### src/rtl/irq_idx_pkg.sv
package irq_idx_pkg;

    localparam int unsigned IDX_W = 10;
    localparam int unsigned REG_W = 32;

    // Byte offsets of the register map
    localparam logic [7:0] OFS_STAT_CLR = 8'h24;
    localparam logic [7:0] OFS_EN_SET   = 8'h28;
    localparam logic [7:0] OFS_EN_CLR   = 8'h2C;
    localparam logic [7:0] OFS_HEN_SET  = 8'h34;
    localparam logic [7:0] OFS_HEN_CLR  = 8'h38;
    localparam logic [7:0] OFS_HEN_MAP  = 8'h3C;
    localparam logic [7:0] OFS_STAT_MAP = 8'h80;
    localparam logic [7:0] OFS_EN_MAP   = 8'hC0;

    // One decoded indexed write, already range checked
    typedef struct packed {
        logic             stat_clr;
        logic             en_set;
        logic             en_clr;
        logic             hen_set;
        logic             hen_clr;
        logic [IDX_W-1:0] idx;
    } idx_cmd_t;

endpackage

### src/rtl/irq_idx_decode.sv
module irq_idx_decode
    import irq_idx_pkg::*;
#(
    parameter int NUM_IRQ  = 64,
    parameter int NUM_HOST = 4,
    parameter int ADDR_W   = 8
) (
    input  logic              wr_en,
    input  logic [ADDR_W-1:0] addr,
    input  logic [REG_W-1:0]  wdata,
    output idx_cmd_t          cmd
);

    localparam logic [31:0] IRQ_LIM  = 32'(NUM_IRQ);
    localparam logic [31:0] HOST_LIM = 32'(NUM_HOST);

    logic [IDX_W-1:0] idx;
    logic             irq_ok;
    logic             host_ok;

    assign idx     = wdata[IDX_W-1:0];
    assign irq_ok  = 32'(idx) < IRQ_LIM;
    assign host_ok = 32'(idx) < HOST_LIM;

    always_comb begin
        cmd     = '0;
        cmd.idx = idx;
        if (wr_en) begin
            if (addr == ADDR_W'(OFS_STAT_CLR)) cmd.stat_clr = irq_ok;
            if (addr == ADDR_W'(OFS_EN_SET))   cmd.en_set   = irq_ok;
            if (addr == ADDR_W'(OFS_EN_CLR))   cmd.en_clr   = irq_ok;
            if (addr == ADDR_W'(OFS_HEN_SET))  cmd.hen_set  = host_ok;
            if (addr == ADDR_W'(OFS_HEN_CLR))  cmd.hen_clr  = host_ok;
        end
    end

endmodule

### src/rtl/irq_state_bits.sv
module irq_state_bits
    import irq_idx_pkg::*;
#(
    parameter int NUM_IRQ = 64
) (
    input  logic               clk,
    input  logic               rst_n,
    input  logic [NUM_IRQ-1:0] sys_evt,
    input  idx_cmd_t           cmd,
    output logic [NUM_IRQ-1:0] status_q,
    output logic [NUM_IRQ-1:0] enable_q
);

    localparam logic [NUM_IRQ-1:0] ONE = NUM_IRQ'(1);

    typedef struct packed {
        logic [NUM_IRQ-1:0] status;
        logic [NUM_IRQ-1:0] enable;
        logic [NUM_IRQ-1:0] evt_prev;
    } bits_t;

    bits_t st_d, st_q;
    logic [NUM_IRQ-1:0] sel;
    logic [NUM_IRQ-1:0] rise;

    always_comb begin
        st_d          = st_q;
        sel           = ONE << cmd.idx;
        rise          = sys_evt & ~st_q.evt_prev;
        st_d.evt_prev = sys_evt;
        if (cmd.stat_clr) st_d.status = st_d.status & ~sel;
        // an event edge in the same cycle overrides the clear
        st_d.status   = st_d.status | rise;
        if (cmd.en_set)   st_d.enable = st_d.enable | sel;
        if (cmd.en_clr)   st_d.enable = st_d.enable & ~sel;
    end

    always_ff @(posedge clk) begin
        if (!rst_n) st_q <= '0;
        else        st_q <= st_d;
    end

    assign status_q = st_q.status;
    assign enable_q = st_q.enable;

endmodule

### src/rtl/irq_host_gen.sv
module irq_host_gen
    import irq_idx_pkg::*;
#(
    parameter int NUM_HOST = 4
) (
    input  logic                clk,
    input  logic                rst_n,
    input  idx_cmd_t            cmd,
    input  logic                any_pend,
    output logic [NUM_HOST-1:0] hen_q,
    output logic [NUM_HOST-1:0] host_irq
);

    localparam logic [NUM_HOST-1:0] ONE = NUM_HOST'(1);

    typedef struct packed {
        logic [NUM_HOST-1:0] hen;
        logic [NUM_HOST-1:0] retrig;
    } host_t;

    host_t hs_d, hs_q;
    logic [NUM_HOST-1:0] sel;

    always_comb begin
        hs_d        = hs_q;
        sel         = ONE << cmd.idx;
        hs_d.retrig = '0;
        if (cmd.hen_set) begin
            hs_d.retrig = sel & hs_q.hen;
            hs_d.hen    = hs_q.hen | sel;
        end
        if (cmd.hen_clr) hs_d.hen = hs_d.hen & ~sel;
    end

    always_ff @(posedge clk) begin
        if (!rst_n) hs_q <= '0;
        else        hs_q <= hs_d;
    end

    assign hen_q    = hs_q.hen;
    assign host_irq = hs_q.hen & ~hs_q.retrig & {NUM_HOST{any_pend}};

endmodule

### src/rtl/irq_idx_regbank.sv
module irq_idx_regbank
    import irq_idx_pkg::*;
#(
    parameter int NUM_IRQ  = 64,
    parameter int NUM_HOST = 4,
    parameter int ADDR_W   = 8
) (
    input  logic                clk,
    input  logic                rst_n,
    input  logic [NUM_IRQ-1:0]  sys_evt,
    input  logic [ADDR_W-1:0]   bus_addr,
    input  logic                bus_wr,
    input  logic [REG_W-1:0]    bus_wdata,
    output logic [REG_W-1:0]    bus_rdata,
    output logic [NUM_HOST-1:0] host_irq
);

    localparam int NWORDS = (NUM_IRQ + REG_W - 1) / REG_W;
    localparam int PAD_W  = NWORDS * REG_W;

    idx_cmd_t            cmd;
    logic [NUM_IRQ-1:0]  status_vec;
    logic [NUM_IRQ-1:0]  enable_vec;
    logic [NUM_HOST-1:0] hen_vec;
    logic [PAD_W-1:0]    stat_pad;
    logic [PAD_W-1:0]    en_pad;
    logic                any_pend;

    irq_idx_decode #(
        .NUM_IRQ (NUM_IRQ),
        .NUM_HOST(NUM_HOST),
        .ADDR_W  (ADDR_W)
    ) u_dec (
        .wr_en(bus_wr),
        .addr (bus_addr),
        .wdata(bus_wdata),
        .cmd  (cmd)
    );

    irq_state_bits #(
        .NUM_IRQ(NUM_IRQ)
    ) u_bits (
        .clk     (clk),
        .rst_n   (rst_n),
        .sys_evt (sys_evt),
        .cmd     (cmd),
        .status_q(status_vec),
        .enable_q(enable_vec)
    );

    assign any_pend = |(status_vec & enable_vec);

    irq_host_gen #(
        .NUM_HOST(NUM_HOST)
    ) u_host (
        .clk     (clk),
        .rst_n   (rst_n),
        .cmd     (cmd),
        .any_pend(any_pend),
        .hen_q   (hen_vec),
        .host_irq(host_irq)
    );

    assign stat_pad = PAD_W'(status_vec);
    assign en_pad   = PAD_W'(enable_vec);

    always_comb begin
        bus_rdata = '0;
        if (bus_addr == ADDR_W'(OFS_HEN_MAP)) bus_rdata = REG_W'(hen_vec);
        for (int w = 0; w < NWORDS; w++) begin
            if (bus_addr == ADDR_W'(32'(OFS_STAT_MAP) + 32'(4 * w)))
                bus_rdata = stat_pad[w*REG_W +: REG_W];
            if (bus_addr == ADDR_W'(32'(OFS_EN_MAP) + 32'(4 * w)))
                bus_rdata = en_pad[w*REG_W +: REG_W];
        end
    end

endmodule

### config.mk
export PLATFORM = sky130hd
export DESIGN_NAME = irq_idx_regbank
export DESIGN_NICKNAME = d
export VERILOG_FILES = /design/src/rtl/irq_idx_pkg.sv /design/src/rtl/irq_idx_decode.sv /design/src/rtl/irq_state_bits.sv /design/src/rtl/irq_host_gen.sv /design/src/rtl/irq_idx_regbank.sv
export SDC_FILE = /design/constraint.sdc
export NUM_CORES = 1
export LEC_CHECK = 0
export BUFFER_PORTS_ARGS = -buffer_cell sky130_fd_sc_hd__buf_2
export CORE_ASPECT_RATIO = 0.8
export CORE_MARGIN = 5
export CORE_UTILIZATION = 56
export DETAILED_ROUTE_END_ITERATION = 16
export GPL_TIMING_DRIVEN = 0
export PLACE_DENSITY = 0.84
export SLEW_MARGIN = 30
export SYNTH_ARGS = -nofsm -noshare
export SYNTH_HDL_FRONTEND = slang
export SYNTH_SLANG_ARGS = --single-unit
### constraint.sdc
create_clock -name clk -period 2.3 [get_ports clk]
set_input_delay 0.23 -clock clk [delete_from_list [all_inputs] [get_ports clk]]
set_output_delay 0.23 -clock clk [all_outputs]
set_load 0.05 [all_outputs]
==> metrics.cfg, run 1 <==
[clock_network]
cts_tree = done
clock_latency_ns = 0.46
clkTransAtPathRegs_ns = 0.09
numClockSinks = 200
root_buffer = clkbuf_16
clockBufferDepth = 2
cts_made_buffers = 17
htree_levels = 4

[timing]
setup_viol = 4
clock_skew_ns = 0.0122
grt_setup_unrepaired = true
slew_headroom_pct = 35.0
final_max_slew_viol_count = 0
worst_slack_ns = -0.461
finalCriticalPeriod_ns = 2.76
finalCritPeriodShare_pct = 120
max_freq_mhz = 362
hold_viol = 1
holdWs_ns = -0.00207
tightestPinTransition_ns = 0.972

[pwr]
irDropWorstVdd_mv = 0.576
pwr-share-clk_pct = 41.3
p_sw_share_pct = 29.3
p_sw_mw = 2.24
p_leak_nw = 4.49
power_density_nw_per_um2 = 710
pwr-share-seq_pct = 50.1
power.internal_mw = 5.41
p_comb_share_pct = 8.6

[drt]
dr.pass1.iters = 6
drt_iter0_markers = 1046
ant_nets = 0
viasPerCell = 6.53
vias = 8826
wl_um = 35200
wl_per_cell_um = 26.0
drc = 0

[layout]
design_area_um2 = 10800
instances_no_fill = 1351
drive_above_1_share_pct = 21.3
final_cell_mix = 188 x dfxtp_1, 108 x o21ai_0, 103 x buf_2
diodes = 0
layout_commonest_cell = dfxtp_1
area_delta_synth_final_pct = 27.3
layout.nets = 1256
postLayoutCoreUtil_pct = 72.3

[job]
drv_cap = 0

[worst_hold_path]
hp-class = in2reg

[floorplanning]
die_w_um = 147
core_area_um2 = 14900
dieArea_um2 = 17700
rows = 40
start_util_pct = 56.8
num_io_pins = 143
die_h_um = 120

[place]
detailed_place.area_um2 = 9340
portBuffers = 119
gp_congestion = 1.01
post-place-ws_ns = -0.339
dp.cells = 1264
hpwlAfterDp_um = 24900

[critical_path]
crit_path_max_incr_delay_ns = 0.61
crit_arrival_ns = 2.53
start_kind = flop
cp_max_fo = 4
critPathKind = reg2out
cp.buffers_inverters = 1
crit_chain = a22o_1 > a221oi_2 > nand4_1 > or4_4 > and3b_1 > buf_6
cp.required_ns = 2.07
slowest_stage = or4_4
endpoint_kind = output port
crit_family = simple AND/OR/NAND/NOR gates

[global_routing]
antenna_found_initial = 2
grtUsageTotal_pct = 38.9
overflow = 0
grt_start_max_net_pins = 24
grt_pass1_wl_um = 51400
grt_pass1_vias = 8488

[yosys]
synth-seq-cells = 200
synth_seq_area_share_pct = 47.3
yosysWarnings = 0
avgSynthCellArea_um2 = 8.86
synth_edf_count = 0
syn_area_um2 = 8470
synth_cells = 956
synth_flop_cell = dfxtp_1
synth_cell_types = 45
syn_nets = 1063
async_reset_ff_share_pct = 0

[status]
violations = negative hold slack, negative setup slack
status = finished, violations left

-- power groups by stage --
| stage | sequential, mW | combinational, mW | clock (mW) |
|---|---|---|---|
| after CTS | 3.80 | 0.630 | 3.15 |
| after global placement | 3.87 | 0.529 | 0 |
| after detailed placement | 3.87 | 0.548 | 0 |
| final | 3.83 | 0.660 | 3.16 |
| after global routing | 3.83 | 0.703 | 3.28 |
| after floorplan | 3.78 | 0.336 | 0 |
-- synth_stat cells, drive strengths merged (12+ instances only) --
master  instances  area (um^2)
a21oi          37          185
a221oi         25          219
a22o           21          184
a22oi          13         97.6
buf            18         93.8
clkbuf         46          173
dfxtp         200         4000
inv            65          244
mux2i          18          180
nand2         101          379
nand4          12          135
nor2           49          191
o211ai         99          783
o21a           15          113
o21ai         135          676
o31ai          32          240
-- cell families after synthesis --
group	after synthesis	synth area share (%)
mux	22	2.66
buf+inv	129	6.03
compound gates	386	30.2
flops	200	47.3
simple gates	219	13.9
-- worst paths after layout --
kind | start | to | slack [ns] | depth (start not counted)
worst max-delay path | u_bits.status_q[10] | host_irq[0] | -0.46 | 6
worst min register to register | u_bits.st_q[45] | u_bits.status_q[45] | 0.40 | 1
worst max register to register | u_bits.status_q[34] | u_bits.status_q[34] | 1.43 | 2
worst min-delay path | sys_evt[56] | u_bits.st_q[56] | -0.002 | 3
-- repair_timing --
| item | 4_1_cts | 5_1_grt |
|---|---|---|
| endpoints found under the setup margin | 36 | 30 |
| hold endpoints to repair | 51 | 0 |
| gates resized for setup | 64 | 19 |
| pin swaps | 7 | 5 |
| setup buffers | 4 | 0 |
| hold buffers | 51 | 0 |
-- per-stage QoR --
stage / total power, mW / TNS [ns]
after floorplan: 4.12 / 0
after global placement: 4.40 / -10.20
after detailed placement: 4.42 / -11.49
after CTS: 7.58 / -1.21
after global routing: 7.81 / -1.72
final: 7.65 / -1.78
-- cell type report --
type,count,area (um^2)
Clock inverter,15,204
Sequential cell,200,4020
Tap cell,189,236
Multi-Input combinational cell,627,4120
Inverter,65,244
Timing Repair Buffer,174,1220
Fill cell,1115,4130
Buffer,64,320
Clock buffer,17,425
-- worst min-delay path: stages --
cell and delay [ns]:
buf_2 0.07, nand2_1 0.05, inv_1 0.06
-- metal layers --
layer  track usage, %  up-vias  wire, um
met5                0        -         0
li1                 -     3885         -
met3             14.8      127      4970
met1             49.9     4195     13500
met4             15.4        0      1630
met2             59.2      619     15100
(Power assumes the default switching activity.)
==> run 2: changes to the inputs <==
==> constraint.sdc (replaced) <==
create_clock -name clk -period 2.3 [get_ports clk]
set_input_delay 0.23 -clock clk [delete_from_list [all_inputs] [get_ports clk]]
set_output_delay 0.23 -clock clk [all_outputs]
set_load 0.02 [all_outputs]
==> metrics.cfg, run 2 (same netlist as run 1, synthesis figures left out) <==
[critical_path]
rr_endpoint = u_bits.status_q[17]
crit_chain = a22o_1 > a221oi_4 > nand4_1 > or4_4 > and3b_1 > buf_6
crit_family = simple AND/OR/NAND/NOR gates
endpoint_kind = output port
slowest_stage = or4_4
rr_worst_depth = 4  ; +2
cp.buffers_inverters = 1  ; unchanged
start_kind = flop
timing.rr.start = u_bits.status_q[17]
critPathKind = reg2out
crit_arrival_ns = 2.39  ; -0.14 ns
r2r_slack_ns = 1.36  ; -0.07 ns
crit_path_max_incr_delay_ns = 0.50  ; -0.11 ns
cp.required_ns = 2.07  ; about the same
cp_max_fo = 4  ; unchanged

[timing]
hold_viol = 3  ; +2
holdWs_ns = -0.00790  ; -0.00583 ns
slew_headroom_pct = 34.2  ; -0.82 points
setup_viol = 4  ; unchanged
clock_skew_ns = 0.00934  ; -0.00287 ns
grt_setup_unrepaired = true
tightestPinTransition_ns = 0.984  ; +0.0123 ns
worst_slack_ns = -0.318  ; +0.143 ns
finalCritPeriodShare_pct = 114  ; -6.2 points
max_freq_mhz = 382  ; +5.5%
tns_ns = -1.24  ; +0.541 ns
final_max_slew_viol_count = 0  ; unchanged
finalCriticalPeriod_ns = 2.62  ; -0.143 ns

[job]
drv_cap = 0  ; unchanged

[clock_network]
clkTransAtPathRegs_ns = 0.08  ; about the same
numClockSinks = 200  ; unchanged
root_buffer = clkbuf_16
clockBufferDepth = 2  ; unchanged
cts_made_buffers = 17  ; unchanged
cts_tree = done
clock_latency_ns = 0.45  ; about the same
htree_levels = 4  ; unchanged

[worst_hold_path]
hp-class = in2reg
whs_path_depth = 3  ; unchanged
hold_start = sys_evt[19]
min_to = u_bits.st_q[19]

[pwr]
pwr-share-seq_pct = 50.5  ; +0.4 points
irDropWorstVdd_mv = 0.571  ; -0.97%
pwr-share-clk_pct = 41.3  ; about the same
power.internal_mw = 5.42  ; about the same
p_comb_share_pct = 8.2  ; -0.4 points
p_leak_nw = 4.46  ; -0.60%
power_density_nw_per_um2 = 710  ; about the same
p_sw_mw = 2.16  ; -3.4%
p_sw_share_pct = 28.5  ; -0.72 points

[layout]
layout_commonest_cell = dfxtp_1
final_cell_mix = 189 x dfxtp_1, 124 x buf_2, 108 x o21ai_0
multiInputGateArea_um2 = 4130  ; +0.36%
drive_above_1_share_pct = 20.9  ; -0.32 points
seq_area_um2 = 4020  ; about the same
instances_no_fill = 1348  ; -0.22%
n_fill_cell = 1111  ; -0.36%
layout.nets = 1250  ; -0.48%
area_delta_synth_final_pct = 26.0

[global_routing]
grtUsageTotal_pct = 38.6  ; -0.30 points
grt_pass1_wl_um = 50700  ; -1.3%
grt_pass1_vias = 8299  ; -2.2%
antenna_found_initial = 0  ; -2
overflow = 0  ; unchanged
grt_start_max_net_pins = 23  ; -4.2%

[drt]
drc = 0  ; unchanged
wl_um = 34700  ; -1.3%
vias = 8790  ; -0.41%
ant_nets = 0  ; unchanged
wl_per_cell_um = 25.7  ; -1.1%
viasPerCell = 6.52  ; -0.19%
drt_iter0_markers = 1214  ; +16%
dr.pass1.iters = 5  ; -1

[floorplanning]
num_io_pins = 143  ; unchanged
start_util_pct = 56.8  ; unchanged
die_w_um = 147  ; unchanged
die_h_um = 120  ; unchanged
dieArea_um2 = 17700  ; unchanged
core_area_um2 = 14900  ; unchanged
rows = 40  ; unchanged

[status]
violations = negative hold slack, negative setup slack
status = finished, violations left

[place]
portBuffers = 119  ; unchanged
hpwlAfterDp_um = 24800  ; -0.64%
dp.cells = 1264  ; unchanged
gp_congestion = 1.05  ; +4.4%

-- run 2: cell types whose count changed in the layout (fill, tap and decap cells not counted), sizes merged, moves of 2 or more --
cell | before | now
buf | 136 | 138
clkinv | 5 | 8
dlygate4sd3 | 51 | 46
diode | 0 | 3
inv | 74 | 71
clkbuf | 67 | 65
-- run 2: final cells by class --
cell class	count	share of cell area, %
Clock inverter	14	1.83
Multi-Input combinational cell	627	38.7
Sequential cell	200	37.6
Timing Repair Buffer	169	10.4
Clock buffer	18	4.12
Inverter	65	2.29
Buffer	63	2.76
Tap cell	189	2.22
Antenna cell	3	0.0703
-- run 2: worst register-to-register path: stages (launching register included) --
cell and delay (ns):
dfxtp_2 0.33, buf_4 0.13, buf_4 0.15, o211ai_1 0.08
o21ai_0 0.12
-- run 2: layer usage --
layer  vias to the layer above  track usage (%)  wire [um]
met5                         -                0          0
met4                         0             17.5       1380
met3                        97             14.0       4650
met2                       625             57.3      15000
met1                      4190             50.3      13700
li1                       3878                -          -
-- run 2: per-stage QoR --
stage          instance area [um^2]  worst slack, ns  hold WS [ns]  power, mW  util [%]
2_1_floorplan                  8470            0.341         0.337       4.09         -
3_3_place_gp                   9300           -0.467         0.391       4.37      62.4
3_5_place_dp                   9300           -0.415         0.398       4.38      62.4
4_1_cts                       10600           -0.288      0.000790       7.50      70.7
5_1_grt                       10700           -0.334       0.00799       7.77      71.5
6_report                      10700           -0.318      -0.00790       7.58      71.6
-- run 2: timing repair --
action | 4_1_cts | 5_1_grt
setup endpoints to repair | 34 | 30
resized for setup | 32 | 30
hold endpoints to repair | 46 | 0
pin swaps | 4 | 8
hold buffers | 46 | 0
buffers inserted | 3 | 1
-- run 2: worst max path at each step --
stage	start	to	slack [ns]	cells past startpoint
3_5_place_dp	bus_addr[4]	bus_rdata[12]	-0.41	7
3_3_place_gp	bus_addr[4]	bus_rdata[12]	-0.47	7
4_1_cts	u_bits.status_q[10]	host_irq[0]	-0.29	6
6_report	u_bits.status_q[10]	host_irq[0]	-0.32	6
2_1_floorplan	bus_addr[4]	bus_rdata[12]	0.34	5
5_1_grt	u_bits.status_q[17]	host_irq[3]	-0.33	6
-- run 2: power by group through the flow --
| stage | Clock, mW | Sequential (mW) | Combinational [mW] |
|---|---|---|---|
| 2_1_floorplan | 0 | 3.78 | 0.307 |
| 3_3_place_gp | 0 | 3.87 | 0.499 |
| 3_5_place_dp | 0 | 3.87 | 0.515 |
| 4_1_cts | 3.12 | 3.80 | 0.586 |
| 5_1_grt | 3.27 | 3.83 | 0.674 |
| 6_report | 3.13 | 3.83 | 0.622 |
==> run 3: changes to the inputs <==
--- a/config.mk
+++ b/config.mk
@@ -6,7 +6,7 @@
 export NUM_CORES = 1
 export LEC_CHECK = 0
 export BUFFER_PORTS_ARGS = -buffer_cell sky130_fd_sc_hd__buf_2
-export CORE_ASPECT_RATIO = 0.8
+export CORE_ASPECT_RATIO = 0.7
 export CORE_MARGIN = 5
 export CORE_UTILIZATION = 56
 export DETAILED_ROUTE_END_ITERATION = 16
==> constraint.sdc (replaced) <==
create_clock -name clk -period 2.8 [get_ports clk]
set_input_delay 0.28 -clock clk [delete_from_list [all_inputs] [get_ports clk]]
set_output_delay 0.28 -clock clk [all_outputs]
set_load 0.02 [all_outputs]
==> metrics.cfg, run 3 (same netlist as run 1, synthesis figures left out) <==
[critical_path]
cp.required_ns = 2.52  ; +0.45 ns
start_kind = input pin
endpoint_kind = output port
slowest_stage = nor3_2
crit_arrival_ns = 2.51  ; +0.12 ns
crit_path_max_incr_delay_ns = 0.69  ; +0.19 ns
crit_chain = buf_2 > or3b_1 > nor3_2 > buf_2 > a221oi_1 > a21oi_1 > buf_2
rr_worst_depth = 2  ; -2
critPathKind = in2out
timing.rr.start = u_bits.status_q[18]
crit_top_cell = buf_2
cp-startpoint = bus_addr[4]
cp_max_fo = 10  ; +6
r2r_slack_ns = 1.95  ; +0.59 ns

[layout]
instances_no_fill = 1302  ; -3.4%
diodes = 0  ; -3
drive_above_1_share_pct = 18.1  ; -2.9 points
layout.nets = 1201  ; -3.9%
layout_commonest_cell = dfxtp_1
final_cell_mix = 200 x dfxtp_1, 134 x buf_2, 108 x o21ai_0
area_delta_synth_final_pct = 17.2
postLayoutCoreUtil_pct = 67.2  ; -4.3 points

[clock_network]
clock_latency_ns = 0.44  ; about the same
clkTransAtPathRegs_ns = 0.09  ; about the same
htree_levels = 4  ; unchanged
clockBufferDepth = 2  ; unchanged
numClockSinks = 200  ; unchanged
cts_tree = done
root_buffer = clkbuf_16
cts_made_buffers = 17  ; unchanged
hold_buffers = 0  ; -100%

[drt]
viasPerCell = 6.44  ; -1.3%
dr.pass1.iters = 6  ; +1
wl_um = 32300  ; -6.8%
vias = 8382  ; -4.6%
drt_iter0_markers = 1205  ; -0.74%
drc = 0  ; unchanged
wl_per_cell_um = 24.8  ; -3.5%
ant_nets = 0  ; unchanged

[floorplanning]
core_area_um2 = 14800  ; -0.98%
dieArea_um2 = 17700  ; +0.14%
start_util_pct = 57.3  ; +0.56 points
die_h_um = 113  ; -5.9%
die_w_um = 157  ; +6.4%
num_io_pins = 143  ; unchanged
rows = 37  ; -7.5%

[job]
drv_cap = 0  ; unchanged

[timing]
clock_skew_ns = 0.00797  ; -0.00137 ns
tns_ns = 0  ; +1.24 ns
hold_viol = 0  ; -3
finalCritPeriodShare_pct = 99.6
finalCriticalPeriod_ns = 2.79
slew_headroom_pct = 32.2  ; -2.0 points
grt_setup_unrepaired = false
tightestPinTransition_ns = 1.02  ; +0.0330 ns
max_freq_mhz = 358
final_max_slew_viol_count = 0  ; unchanged
setup_viol = 0  ; -4

[pwr]
irDropWorstVdd_mv = 0.495  ; -13%
p_leak_nw = 4.16  ; -6.8%
power_density_nw_per_um2 = 612  ; -14%

[status]
status = finished, final reports clean

[global_routing]
grt_start_max_net_pins = 22  ; -4.3%
grt_pass1_wl_um = 47600  ; -6.2%
overflow = 0  ; unchanged
grt_pass1_vias = 7716  ; -7.0%
grtUsageTotal_pct = 36.0  ; -2.5 points
antenna_found_initial = 0  ; unchanged

[place]
portBuffers = 119  ; unchanged
hpwlAfterDp_um = 24400  ; -1.3%
dp.cells = 1270  ; +0.47%
gp_congestion = 1.05  ; -0.63%

[worst_hold_path]
hold_start = sys_evt[0]
whs_path_depth = 3  ; unchanged
hp-class = in2reg

## run 3: where the power goes
part,internal (mW),leakage [nW],total [mW],switching [mW]
combinational,0.158,2.22,0.436,0.278
clock,1.22,0.286,2.51,1.29
sequential,2.98,1.65,3.13,0.151
## run 3: metrics by stage
step	total power, mW	hold WS, ns	instance area, um^2	worst slack, ns
global placement	3.59	0.391	9310	0.0827
finish	6.07	0.0267	9930	0.0101
detailed placement	3.60	0.397	9310	0.102
floorplan	3.36	0.387	8470	0.741
CTS	6.03	0.0274	9910	0.0502
global route	6.23	0.0399	9930	0.00285
## run 3: cell type report
type	instances	area, um^2
Multi-Input combinational cell	627	3980
Inverter	65	244
Timing Repair Buffer	119	596
Fill cell	1289	4840
Buffer	64	267
Clock buffer	18	429
Sequential cell	200	4000
Clock inverter	14	166
Tap cell	195	244
## run 3: worst paths after layout
path                                            end
worst min register to register  u_bits.status_q[32]
worst max register to register  u_bits.status_q[18]
worst min-delay path                 u_bits.st_q[0]
worst max-delay path                  bus_rdata[19]
## run 3: metal layers
metal | part of all wire, % | global-route usage, % | routed length [um] | vias up
met1 | 41 | 51.4 | 13300 | 3935
met3 | 15 | 13.5 | 4980 | 82
met5 | 0 | 0 | 0 | -
met4 | 3.1 | 11.7 | 989 | 0
met2 | 40 | 50.3 | 13100 | 583
li1 | - | - | - | 3782
## run 3: worst max-delay path: cells and delay by family
family | cells | cell delay [ns]
and+or+nand+nor | 2 | 1.12
buffers and inverters | 3 | 0.73
AOI/OAI and AO/OA | 2 | 0.37
## run 3: timing repair
action                     CTS  global route
resized for setup            2             2
pin swaps                    0             0
setup buffers                0             0
gates cloned                 0             0
setup endpoints to repair    4             4
